`src/rtl/pkt_rx_pkg.sv`:
```
package pkt_rx_pkg;
  localparam int BYTE_W = 8;
  localparam int CRC_W  = 16;
  localparam logic [CRC_W-1:0] CRC_POLY = 16'h1021;
  localparam logic [CRC_W-1:0] CRC_SEED = 16'hFFFF;

  typedef enum logic [2:0] {
    ST_HUNT, ST_LEN, ST_ADDR, ST_BODY, ST_CRCH, ST_CRCL
  } rx_state_t;

  function automatic logic [CRC_W-1:0] crc_step(input logic [CRC_W-1:0] c,
                                                input logic [BYTE_W-1:0] d);
    logic [CRC_W-1:0] r;
    r = c;
    for (int i = BYTE_W - 1; i >= 0; i--) begin
      if (r[CRC_W-1] ^ d[i]) r = (r << 1) ^ CRC_POLY;
      else                   r = r << 1;
    end
    return r;
  endfunction
endpackage

```
`src/rtl/prx_sync_hunt.sv`:
```
module prx_sync_hunt #(
  parameter int SYNC_W = 16
) (
  input  logic              clk,
  input  logic              rst_n,
  input  logic              bit_valid,
  input  logic              bit_in,
  input  logic              hunting,
  input  logic [SYNC_W-1:0] pattern,
  output logic              hit
);
  localparam int HIST_W = SYNC_W - 1;

  logic [HIST_W-1:0] hist_q, hist_n;

  always_comb begin
    hist_n = hist_q;
    if (bit_valid) hist_n = {hist_q[HIST_W-2:0], bit_in};
  end

  always_ff @(posedge clk or negedge rst_n) begin
    if (!rst_n) hist_q <= '0;
    else        hist_q <= hist_n;
  end

  assign hit = hunting && bit_valid && ({hist_q, bit_in} == pattern);
endmodule

```
`src/rtl/prx_byte_asm.sv`:
```
module prx_byte_asm
  import pkt_rx_pkg::*;
(
  input  logic              clk,
  input  logic              rst_n,
  input  logic              bit_valid,
  input  logic              bit_in,
  input  logic              restart,
  output logic              byte_stb,
  output logic [BYTE_W-1:0] byte_data
);
  localparam int CNT_W = $clog2(BYTE_W);

  logic [CNT_W-1:0]  cnt_q, cnt_n;
  logic [BYTE_W-2:0] sh_q, sh_n;

  always_comb begin
    cnt_n = cnt_q;
    sh_n  = sh_q;
    if (restart) begin
      cnt_n = '0;
    end else if (bit_valid) begin
      cnt_n = cnt_q + 1'b1;
      sh_n  = {sh_q[BYTE_W-3:0], bit_in};
    end
  end

  always_ff @(posedge clk or negedge rst_n) begin
    if (!rst_n) begin
      cnt_q <= '0;
      sh_q  <= '0;
    end else begin
      cnt_q <= cnt_n;
      sh_q  <= sh_n;
    end
  end

  assign byte_stb  = bit_valid && !restart && (cnt_q == CNT_W'(BYTE_W - 1));
  assign byte_data = {sh_q, bit_in};
endmodule

```
`src/rtl/prx_crc16.sv`:
```
module prx_crc16
  import pkt_rx_pkg::*;
(
  input  logic              clk,
  input  logic              rst_n,
  input  logic              init,
  input  logic              upd,
  input  logic [BYTE_W-1:0] din,
  output logic [CRC_W-1:0]  crc_q
);
  logic [CRC_W-1:0] crc_n;

  always_comb begin
    crc_n = crc_q;
    if (init)     crc_n = CRC_SEED;
    else if (upd) crc_n = crc_step(crc_q, din);
  end

  always_ff @(posedge clk or negedge rst_n) begin
    if (!rst_n) crc_q <= CRC_SEED;
    else        crc_q <= crc_n;
  end
endmodule

```
`src/rtl/pkt_rx_filter.sv`:
```
module pkt_rx_filter
  import pkt_rx_pkg::*;
#(
  parameter int SYNC_W = 16
) (
  input  logic              clk,
  input  logic              rst_n,
  input  logic              bit_valid,
  input  logic              bit_in,
  input  logic [SYNC_W-1:0] cfg_sync,
  input  logic              cfg_len_en,
  input  logic              cfg_addr_en,
  input  logic [1:0]        cfg_addr_mode,
  input  logic [7:0]        cfg_node_addr,
  input  logic [7:0]        cfg_max_len,
  input  logic              cfg_crc_drop,
  input  logic              cfg_evt_addr,
  output logic              wr_stb,
  output logic [7:0]        wr_data,
  output logic              sync_det,
  output logic              addr_match,
  output logic              evt_pulse,
  output logic              pkt_ok,
  output logic              pkt_bad,
  output logic              pkt_drop
);
  localparam logic [BYTE_W-1:0] BCAST_LO = '0;
  localparam logic [BYTE_W-1:0] BCAST_HI = '1;

  rx_state_t         state_q, state_n;
  logic [BYTE_W-1:0] remain_q, remain_n;
  logic [BYTE_W-1:0] crch_q, crch_n;
  logic              hunting, hit, restart;
  logic              byte_stb;
  logic [BYTE_W-1:0] byte_data;
  logic              crc_upd;
  logic [CRC_W-1:0]  crc_val;
  logic              addr_ok;

  logic              wr_n, sync_n, amatch_n, ok_n, bad_n, drop_n;
  logic [BYTE_W-1:0] wdata_n;

  assign hunting = (state_q == ST_HUNT);
  assign restart = hit;

  prx_sync_hunt #(.SYNC_W(SYNC_W)) u_hunt (
    .clk(clk), .rst_n(rst_n), .bit_valid(bit_valid), .bit_in(bit_in),
    .hunting(hunting), .pattern(cfg_sync), .hit(hit)
  );

  prx_byte_asm u_asm (
    .clk(clk), .rst_n(rst_n), .bit_valid(bit_valid), .bit_in(bit_in),
    .restart(restart), .byte_stb(byte_stb), .byte_data(byte_data)
  );

  assign crc_upd = byte_stb &&
                   (state_q == ST_LEN || state_q == ST_ADDR || state_q == ST_BODY);

  prx_crc16 u_crc (
    .clk(clk), .rst_n(rst_n), .init(restart), .upd(crc_upd),
    .din(byte_data), .crc_q(crc_val)
  );

  // Address filter: node always, 0x00 for modes 1..3, 0xFF for modes 2..3
  always_comb begin
    addr_ok = (byte_data == cfg_node_addr);
    if (cfg_addr_mode != 2'd0 && byte_data == BCAST_LO) addr_ok = 1'b1;
    if (cfg_addr_mode[1]      && byte_data == BCAST_HI) addr_ok = 1'b1;
  end

  always_comb begin
    state_n  = state_q;
    remain_n = remain_q;
    crch_n   = crch_q;
    wr_n     = 1'b0;
    wdata_n  = wr_data;
    sync_n   = 1'b0;
    amatch_n = 1'b0;
    ok_n     = 1'b0;
    bad_n    = 1'b0;
    drop_n   = 1'b0;
    unique case (state_q)
      ST_HUNT: begin
        if (hit) begin
          sync_n   = 1'b1;
          remain_n = cfg_max_len;
          if (cfg_len_en)             state_n = ST_LEN;
          else if (cfg_addr_en)       state_n = ST_ADDR;
          else if (cfg_max_len == '0) state_n = ST_CRCH;
          else                        state_n = ST_BODY;
        end
      end
      ST_LEN: begin
        if (byte_stb) begin
          remain_n = byte_data;
          if (byte_data > cfg_max_len) state_n = ST_HUNT;
          else if (cfg_addr_en)        state_n = ST_ADDR;
          else if (byte_data == '0)    state_n = ST_CRCH;
          else                         state_n = ST_BODY;
        end
      end
      ST_ADDR: begin
        if (byte_stb) begin
          if (!addr_ok)              state_n = ST_HUNT;
          else begin
            amatch_n = 1'b1;
            state_n  = (remain_q == '0) ? ST_CRCH : ST_BODY;
          end
        end
      end
      ST_BODY: begin
        if (byte_stb) begin
          wr_n     = 1'b1;
          wdata_n  = byte_data;
          remain_n = remain_q - 1'b1;
          if (remain_q == BYTE_W'(1)) state_n = ST_CRCH;
        end
      end
      ST_CRCH: begin
        if (byte_stb) begin
          crch_n  = byte_data;
          state_n = ST_CRCL;
        end
      end
      ST_CRCL: begin
        if (byte_stb) begin
          state_n = ST_HUNT;
          if ({crch_q, byte_data} == crc_val) ok_n = 1'b1;
          else begin
            bad_n  = 1'b1;
            drop_n = cfg_crc_drop;
          end
        end
      end
      default: state_n = ST_HUNT;
    endcase
  end

  always_ff @(posedge clk or negedge rst_n) begin
    if (!rst_n) begin
      state_q    <= ST_HUNT;
      remain_q   <= '0;
      crch_q     <= '0;
      wr_stb     <= 1'b0;
      wr_data    <= '0;
      sync_det   <= 1'b0;
      addr_match <= 1'b0;
      evt_pulse  <= 1'b0;
      pkt_ok     <= 1'b0;
      pkt_bad    <= 1'b0;
      pkt_drop   <= 1'b0;
    end else begin
      state_q    <= state_n;
      remain_q   <= remain_n;
      crch_q     <= crch_n;
      wr_stb     <= wr_n;
      wr_data    <= wdata_n;
      sync_det   <= sync_n;
      addr_match <= amatch_n;
      evt_pulse  <= cfg_evt_addr ? amatch_n : sync_n;
      pkt_ok     <= ok_n;
      pkt_bad    <= bad_n;
      pkt_drop   <= drop_n;
    end
  end
endmodule

```
`config.mk`:
```
export PLATFORM = sky130hd
export DESIGN_NAME = pkt_rx_filter
export DESIGN_NICKNAME = d
export VERILOG_FILES = /design/src/rtl/pkt_rx_pkg.sv /design/src/rtl/prx_sync_hunt.sv /design/src/rtl/prx_byte_asm.sv /design/src/rtl/prx_crc16.sv /design/src/rtl/pkt_rx_filter.sv
export SDC_FILE = /design/constraint.sdc
export NUM_CORES = 1
export LEC_CHECK = 0
export CORE_ASPECT_RATIO = 0.8
export CORE_MARGIN = 10
export CORE_UTILIZATION = 35
export CTS_CLUSTER_SIZE = 30
export DETAILED_ROUTE_END_ITERATION = 8
export DONT_BUFFER_PORTS = 1
export GPL_ROUTABILITY_DRIVEN = 0
export GPL_TIMING_DRIVEN = 0
export PLACE_DENSITY_LB_ADDON = 0.1
export RECOVER_POWER = 50
export SYNTH_ARGS = -nofsm -noshare
export SYNTH_HDL_FRONTEND = slang
export SYNTH_SLANG_ARGS = --single-unit
```
`constraint.sdc`:
```
create_clock -name clk -period 2.9 [get_ports clk]
set_input_delay 0.435 -clock clk [delete_from_list [all_inputs] [get_ports clk]]
set_output_delay 0.435 -clock clk [all_outputs]
set_load 0.01 [all_outputs]
```
==> results of run 1 <==
[cell type report]
class	count	area [sq um]	share of cell area
multi-input cells	314	2380	0.476
flip-flops and latches	75	1900	0.380
clock buffers	11	243	0.0486
well taps	171	214	0.0429
plain buffers	24	106	0.0213
inverters	17	63.8	0.0128
clock inverters	5	52.6	0.0105
repair buffers	2	37.5	0.00752
[state kept, by name, indices dropped and copies added (netlist names), 3 cells and up]
signal / count
state_q: 3
wr_data: 8
u_crc.crc_q: 16
u_asm.cnt_q: 3
crch_q: 8
u_asm.sh_q: 7
u_hunt.hist_q: 15
remain_q: 8
[layer usage]
| metal | vias to the layer above | wire length [um] | GRT usage |
|---|---|---|---|
| met2 | 81 | 5160 | 0.201 |
| met4 | 0 | 148 | 0.0381 |
| met1 | 1604 | 5760 | 0.197 |
| met3 | 10 | 872 | 0.0470 |
| met5 | - | 0 | 0 |
| li1 | 1575 | - | - |
[stage by stage]
step	std cells	worst slack [ps]	cell area (sq um)	hold slack, ps
2_1_floorplan	430	797	4440	139
3_3_place_gp	601	429	4660	143
3_5_place_dp	601	425	4660	143
4_1_cts	619	458	4990	242
5_1_grt	619	323	4990	238
6_report	619	490	4990	253
[cells in the final DEF (no fill, tap or decap), drive strengths merged, types with 3 or more instances in the layout]
| master | instances |
|---|---|
| mux2 | 40 |
| clkbuf | 23 |
| or4 | 5 |
| nand4 | 9 |
| o21ai | 15 |
| clkinv | 3 |
| xor2 | 29 |
| buf | 13 |
| dfrtp | 59 |
| or2 | 6 |
| dfstp | 16 |
| a211oi | 20 |
| nor4 | 10 |
| mux2i | 3 |
| a22o | 3 |
| o22ai | 4 |
| nor2 | 23 |
| xnor2 | 39 |
| a21oi | 29 |
| nand2 | 16 |
| nor3 | 15 |
| ha | 12 |
| inv | 17 |
| nand3 | 6 |
[synthesized netlist by cell type (all sizes together), types with 3 or more instances]
master	number	share of area
dfrtp	59	0.33
mux2	40	0.10
xnor2	39	0.077
a21oi	29	0.033
xor2	29	0.057
nor2	23	0.021
a211oi	20	0.034
inv	17	0.014
dfstp	16	0.095
nand2	16	0.014
nor3	15	0.019
o21ai	15	0.020
buf	12	0.014
clkbuf	12	0.010
ha	12	0.034
nor4	10	0.014
nand4	9	0.014
nand3	6	0.0068
or2	6	0.0090
or4	5	0.0084
o22ai	4	0.0056
a22o	3	0.0059
mux2i	3	0.0068
[worst max-delay path: stages, from the launching register on]
cell	delay, ps
dfrtp_1	400
xor2_1	170
nor4_1	380
nand4_2	270
o21ai_4	380
or2_1	160
buf_4	180
mux2_1	340
[final timing paths]
kind                                       start               end  slack (ps)  cells after the start
worst max register to register  u_hunt.hist_q[1]        wr_data[0]         490                      7
min in group asynchronous                  rst_n  u_hunt.hist_q[5]         640                      2
worst min register to register       remain_q[3]       remain_q[3]         520                      1
worst max-delay path            u_hunt.hist_q[1]        wr_data[0]         490                      7
max in group asynchronous                  rst_n    u_crc.crc_q[3]        1910                      2
worst min-delay path                cfg_evt_addr         evt_pulse         250                      1
[logic make-up after synthesis]
group / count (synthesis) / share of synthesized area
AOI/OAI and AO/OA: 87 / 0.127
adders and majority gates: 12 / 0.0338
muxes: 43 / 0.108
and+or+nand+nor: 104 / 0.132
buffers and inverters: 41 / 0.0383
xor gates and xnor gates: 68 / 0.134
DFF: 75 / 0.427
[power groups by stage]
stage,combinational (uW),clock (uW),sequential (uW)
2_1_floorplan,1640,0,1770
3_3_place_gp,2010,0,1870
3_5_place_dp,2020,0,1880
4_1_cts,2070,1160,1870
5_1_grt,2310,1220,1920
6_report,2060,1130,1860
==> flow_metrics.tcl, run 1 <==
set metrics [dict create \
    grt_max_degree 76 \
    path_class "reg -> reg" \
    relSlewSlack 0.556 \
    num_io_pins 57 \
    yosysUniqueCellTypes 55 \
    start_util 0.361 \
    synth_area_sq_um 4440 \
    critPathRequiredTime_ps 3120 \
    seq_area_frac_synth 0.427 \
    finalCriticalPeriod_ps 2410 \
    grt_pass1_wl_um 19700 \
    rsz0062_at_grt "false" \
    clkPwrFrac 0.223 \
    antenna_found_initial 0 \
    utilization 0.406 \
    ant_nets 0 \
    switching_share 0.392 \
    outcome "finished clean" \
    coreArea_sq_um 12300 \
    worstMarginPinSlew_ps 660 \
    postSynthAreaPerCell_sq_um 10.3 \
    fillers 1240 \
    seq_power_share 0.369 \
    startpoint_type "flip-flop" \
    finClkSkew_ps 4.58 \
    grtUsageTotal 0.140 \
    n_antenna_cell 0 \
    maxCapViolCount 0 \
    synth_ff_type "dfrtp_1" \
    rows 36 \
    finalSetupViolCount 0 \
    htreeDepth 3 \
    worstSetupEndpointType "flip-flop" \
    post-route-period-util 0.831 \
    vias 3270 \
    cts_setup_buffers 0 \
    io_buffers 0 \
    clock_latency_ps 340 \
    place_hpwl_um 8760 \
    synth_cells 430 \
    p_total_uw 5050 \
    finalMaxSlewViolations 0 \
    synth_seq_cells 75 \
    vias_per_cell 5.28 \
    die_h_um 121 \
    power.density_nw_per_um2 1010 \
    leakagePower_uw 0.00206 \
    first_pass_iters 4 \
    cts_sinks 75 \
    fin_tns_setup_ps 0 \
    async_flop_share 1.00 \
    post_drt_wl_per_cell_um 19.3 \
    synth_nets 484 \
    hold_path.class "in -> reg" \
    layout-drive-gt1-share 0.183 \
    cts_tree "yes" \
    grt_overflow_total 0 \
    numCtsBuffers 9 \
    max-vdd-ir-drop_mv 0.310 \
    root_buffer "clkbuf_16" \
    power.net_switching_uw 1980 \
    fmax_mhz 415 \
    clockBufferDepth 2 \
    die_area_sq_um 17600 \
    drc 0 \
    fp.dieW_um 146 \
    crit_arrival_ps 2630 \
    fin_nets 497 \
    hold_viol 0 \
    post_cts_resized 0 \
    worstPathMaxFanout 9 \
    drtIter0Drc 222 \
    synthToLayoutAreaGrowth_pct 12.3 \
    routed_wirelength_um 11900 \
    clk_pin_slew_ps 60 \
    cts_hold_buf 2 \
    p_int_uw 3070 \
    yosysWarnings 0 \
    synth_edf_count 0 \
    comb_power_share 0.408 \
    grt_pass1_vias 3393 \
]
No activity file was read; power rests on OpenSTA's default activity.
==> run 2, diff against run 1 <==
Clock period 2.9 ns to 2.31 ns, I/O delays scaled along.
==> run 2 against run 1 <==
Clock skew hardly changed. Hold slack got worse by 90 ps. Clock-buffer cell count did not move. Design area up 1.4%. Sequential cell count unchanged. Non-clock buffer count up 5. Critical path depth stayed put. Die area unchanged.
==> flow_metrics.tcl, run 2 (synthesis gave the netlist of run 1 again) <==
set metrics [dict create \
    htreeDepth 3 \
    worstPathMaxFanout 9 \
    power.density_nw_per_um2 1260 \
    path_class "reg -> reg" \
    max-vdd-ir-drop_mv 0.393 \
    critical_path.max_stage_delay_ps 430 \
    finalSetupViolCount 0 \
    maxCapViolCount 0 \
    coreArea_sq_um 12300 \
    root_buffer "clkbuf_16" \
    finClkSkew_ps 4.57 \
    largest_reg_flops 16 \
    reg_top3 "u_crc.crc_q: 16 flops, u_hunt.hist_q: 15 flops" \
    fillers 1240 \
    ant_nets 0 \
    hold_viol 0 \
    drtIter0Drc 204 \
    layout_commonest_cell "dfrtp_1" \
    fp.dieW_um 146 \
    crit_chain "or2_4 -> nor4b_4 -> nand4_2 -> o21ai_4 -> or2_1 -> buf_6 -> mux2_1" \
    rsz0062_at_grt "true" \
    grt_max_degree 76 \
    worstMarginPinSlew_ps 1070 \
    cts_sinks 75 \
    clock_latency_ps 340 \
    utilization 0.412 \
    die_area_sq_um 17600 \
    startpoint_type "flip-flop" \
    post-route-period-util 0.971 \
    dp_slack_ps -115 \
    die_h_um 121 \
    io_buffers 0 \
    num_io_pins 57 \
    grt_pass1_wl_um 19800 \
    clk_pin_slew_ps 60 \
    grt_pass1_vias 3409 \
    routed_wirelength_um 12100 \
    crit_path_top_delay_cell "dfrtp_1" \
    post_drt_wl_per_cell_um 19.4 \
    clockBufferDepth 2 \
    final_cell_mix "dfrtp_1, xnor2_1, mux2_2" \
    outcome "finished clean" \
    rows 36 \
    first_pass_iters 4 \
    hold_path.class "in -> reg" \
    synthToLayoutAreaGrowth_pct 13.9 \
    grtUsageTotal 0.141 \
    start_util 0.361 \
    finalCriticalPeriod_ps 2240 \
    place_hpwl_um 8760 \
    layout-drive-gt1-share 0.219 \
    drc 0 \
    cts_tree "yes" \
    antenna_found_initial 0 \
    regMostFlops "u_crc.crc_q" \
    leakagePower_uw 0.00211 \
    relSlewSlack 0.284 \
    crit_arrival_ps 2470 \
    setup_slack_ps 66.3 \
    whs_ps 163 \
    grt_overflow_total 0 \
    worstSetupEndpointType "flip-flop" \
    vias 3305 \
    vias_per_cell 5.30 \
    numCtsBuffers 9 \
    fin_nets 502 \
    n_antenna_cell 0 \
    critPathRequiredTime_ps 2530 \
    fmax_mhz 446 \
    finalMaxSlewViolations 0 \
]
run 2: changes by cell type in the layout (fill, tap and decap cells not counted), sizes merged:
cell | previous run | this run
buf | 13 | 16
clkbuf | 23 | 25
run 2: per-stage QoR:
stage	setup TNS [ps]	area, sq um	std cells	total power, uW
after detailed placement	-1140	4660	601	4900
after global routing	-267	5060	624	6870
after floorplan	0	4440	430	4280
after CTS	0	5030	621	6410
after global placement	-1060	4660	601	4880
final	0	5060	624	6400
run 2: cell type report:
cell class / instances / area (sq um) / share of cell area
plain buffers: 24 / 116 / 0.0230
clock buffers: 11 / 243 / 0.0479
clock inverters: 5 / 52.6 / 0.0104
inverters: 17 / 63.8 / 0.0126
multi-input cells: 314 / 2420 / 0.478
flip-flops and latches: 75 / 1900 / 0.375
well taps: 171 / 214 / 0.0423
repair buffers: 7 / 55.1 / 0.0109
run 2: repair_timing:
action                                  CTS  global route
endpoints found under the hold margin    75             0
hold buffers                              2             0
endpoints found under the setup margin   12            38
resized for setup                         6            10
pin swaps                                 2             5
buffers inserted                          2             3
run 2: path summary, 6_finish.rpt:
kind	from	end	slack, ps	cells after the start
max	state_q[1]	wr_data[0]	70	7
max in group asynchronous	rst_n	wr_data[1]	860	2
min reg2reg	remain_q[3]	remain_q[3]	520	1
min in group asynchronous	rst_n	u_hunt.hist_q[7]	770	2
max reg2reg	state_q[1]	wr_data[0]	70	7
min	cfg_evt_addr	evt_pulse	160	1
run 2: worst max-delay path, delay by kind of cell, from the launching register on:
kind,cells,cell delay [ps]
muxes,1,330
buffers and inverters,1,150
AOI/OAI and AO/OA,1,270
and+or+nand+nor,4,940
DFF,1,430
run 2: routing by layer:
metal  vias up  share of wire  track usage
met2        81           0.43        0.203
met4         0          0.013       0.0381
met1      1634           0.49        0.196
li1       1579              -            -
met5         -              0            0
met3        11          0.071       0.0470
run 2: power breakdown:
group | total [uW] | internal [uW] | switching (uW)
Sequential | 2340 | 1860 | 472
Combinational | 2640 | 1150 | 1480
Clock | 1430 | 861 | 565
==> run 3, diff against run 2 <==
Settings changed: SETUP_SLACK_MARGIN set to 0.3.
==> run 3 against run 2 <==
The run now ends with negative hold slack left. Fmax is 4.9% higher. Sequential cell count did not move. Sequential power hardly changed. Highest routed layer unchanged. Total power rose by 5.3%. Critical endpoint unchanged. First-iteration DRC count grew 47%. Setup slack improved by 100 ps. Clock-buffer cell count shrank 1.
==> flow_metrics.tcl, run 3 (synthesis gave the netlist of run 1 again) <==
set metrics [dict create \
    regMostFlops "u_crc.crc_q" \
    cpMostUsedCell "buf_6" \
    die_h_um 121 \
    n_antenna_cell 0 \
    vias_per_cell 5.21 \
    ant_nets 0 \
    crit_path_top_delay_cell "dfrtp_1" \
    design_area_sq_um 5480 \
    worstPathMaxFanout 5 \
    cts_sinks 75 \
    finalCriticalPeriod_ps 2140 \
    post_dp_cell_area_sq_um 4660 \
    finalSetupViolCount 0 \
    finalMaxSlewViolations 0 \
    fp.dieW_um 146 \
    grt_pass1_wl_um 20000 \
    crit_arrival_ps 2380 \
    hold_viol 75 \
    htreeDepth 3 \
    relSlewSlack 0.546 \
    clock_latency_ps 350 \
    outcome "complete, but fails checks" \
    coreArea_sq_um 12300 \
    grt_max_degree 76 \
    fin_nets 520 \
    post-route-period-util 0.926 \
    r2r_cells 8 \
    utilization 0.446 \
    clk_pin_slew_ps 60 \
    worstSetupEndpointType "flip-flop" \
    seq_power_share 0.349 \
    power.net_switching_uw 2680 \
    failed_checks "negative hold slack" \
    layout_commonest_cell "dfrtp_1" \
    clkPwrFrac 0.211 \
    cts_tree "yes" \
    critPathRequiredTime_ps 2550 \
    maxCapViolCount 0 \
    largest_reg_flops 16 \
    first_pass_iters 4 \
    root_buffer "clkbuf_16" \
    p_int_uw 4050 \
    whs_ps -312 \
    worstMarginPinSlew_ps 678 \
    rows 36 \
    start_util 0.361 \
    power.density_nw_per_um2 1230 \
    synthToLayoutAreaGrowth_pct 23.3 \
    numCtsBuffers 9 \
    p_total_uw 6730 \
    num_io_pins 57 \
    reg_top3 "u_crc.crc_q: 16 flops, u_hunt.hist_q: 15 flops" \
    routed_wirelength_um 12500 \
    comb_power_share 0.440 \
    switching_share 0.399 \
    fmax_mhz 468 \
    antenna_found_initial 0 \
    drtIter0Drc 300 \
    hold_path.class "in -> async" \
    layout-drive-gt1-share 0.318 \
    startpoint_type "flip-flop" \
    grt_pass1_vias 3461 \
    rsz0062_at_grt "true" \
    die_area_sq_um 17600 \
    leakagePower_uw 0.00226 \
    fillers 1204 \
    max-vdd-ir-drop_mv 0.458 \
    path_class "reg -> reg" \
    vias 3342 \
    critical_path.max_stage_delay_ps 410 \
    grtUsageTotal 0.143 \
    crit_chain "xor2_2 -> nor4_2 -> nand4_2 -> buf_6 -> o21ai_4 -> or2_4 -> buf_6 -> mux2_1" \
    grt_overflow_total 0 \
    place_hpwl_um 8720 \
    final_cell_mix "dfrtp_1, xnor2_1, xor2_1" \
    finClkSkew_ps 9.79 \
    post_drt_wl_per_cell_um 19.4 \
    io_buffers 0 \
    drc 0 \
    clockBufferDepth 2 \
]
-- run 3: area by class of cell --
cell class                 count  area [sq um]  area share
multi-input combinational    314          2620       0.478
sequential                    75          1900       0.346
clock buffer                  10           229      0.0418
timing repair buffer          25           223      0.0406
tap                          171           214      0.0390
buffer                        24           170      0.0311
clock inverter                 6          66.3      0.0121
inverter                      17          63.8      0.0116
-- run 3: what timing repair did --
action / 4_1_cts / 5_1_grt
resized for setup: 25 / 66
endpoints found under the setup margin: 58 / 50
cloned: 1 / 0
endpoints found under the hold margin: 75 / 75
buffers inserted: 13 / 11
pin swaps: 9 / 15
-- run 3: final timing paths --
| path | start | slack, ps | to |
|---|---|---|---|
| hold reg to reg | crch_q[2] | 530 | crch_q[2] |
| setup reg to reg | u_hunt.hist_q[12] | 170 | wr_data[0] |
| min in group clk | cfg_evt_addr | 150 | evt_pulse |
| setup / recovery | u_hunt.hist_q[12] | 170 | wr_data[0] |
| hold / removal | rst_n | -310 | u_hunt.hist_q[7] |
| max in group asynchronous | rst_n | 2390 | u_crc.crc_q[10] |
-- run 3: power groups by stage --
stage | combinational (uW) | sequential (uW) | clock [uW]
final | 2960 | 2350 | 1420
after global routing | 3280 | 2420 | 1510
after CTS | 2670 | 2330 | 1460
after detailed placement | 2550 | 2360 | 0
after global placement | 2530 | 2350 | 0
after floorplan | 2060 | 2220 | 0
-- run 3: metal layers --
| layer | vias up | track usage | routed length [um] |
|---|---|---|---|
| li1 | 1609 | - | - |
| met1 | 1666 | 0.192 | 5980 |
| met2 | 58 | 0.210 | 5500 |
| met3 | 9 | 0.0529 | 847 |
| met4 | 0 | 0.0449 | 155 |
| met5 | - | 0 | 0 |
-- run 3: critical path: cells and delay by family (launching register included) --
| family | cells | cell delay, ps |
|---|---|---|
| AO/OA/AOI/OAI | 1 | 200 |
| AND/OR/NAND/NOR | 3 | 640 |
| flip-flops | 1 | 410 |
| multiplexers | 1 | 320 |
| XOR/XNOR | 1 | 170 |
| buffers and inverters | 2 | 270 |
-- run 3: per-stage QoR --
stage          std cells  setup TNS (ps)  worst slack (ps)
2_1_floorplan        430               0               286
3_3_place_gp         601            -807             -77.2
3_5_place_dp         601           -1190              -116
4_1_cts              631               0               121
5_1_grt              642               0              74.8
6_report             642               0               171
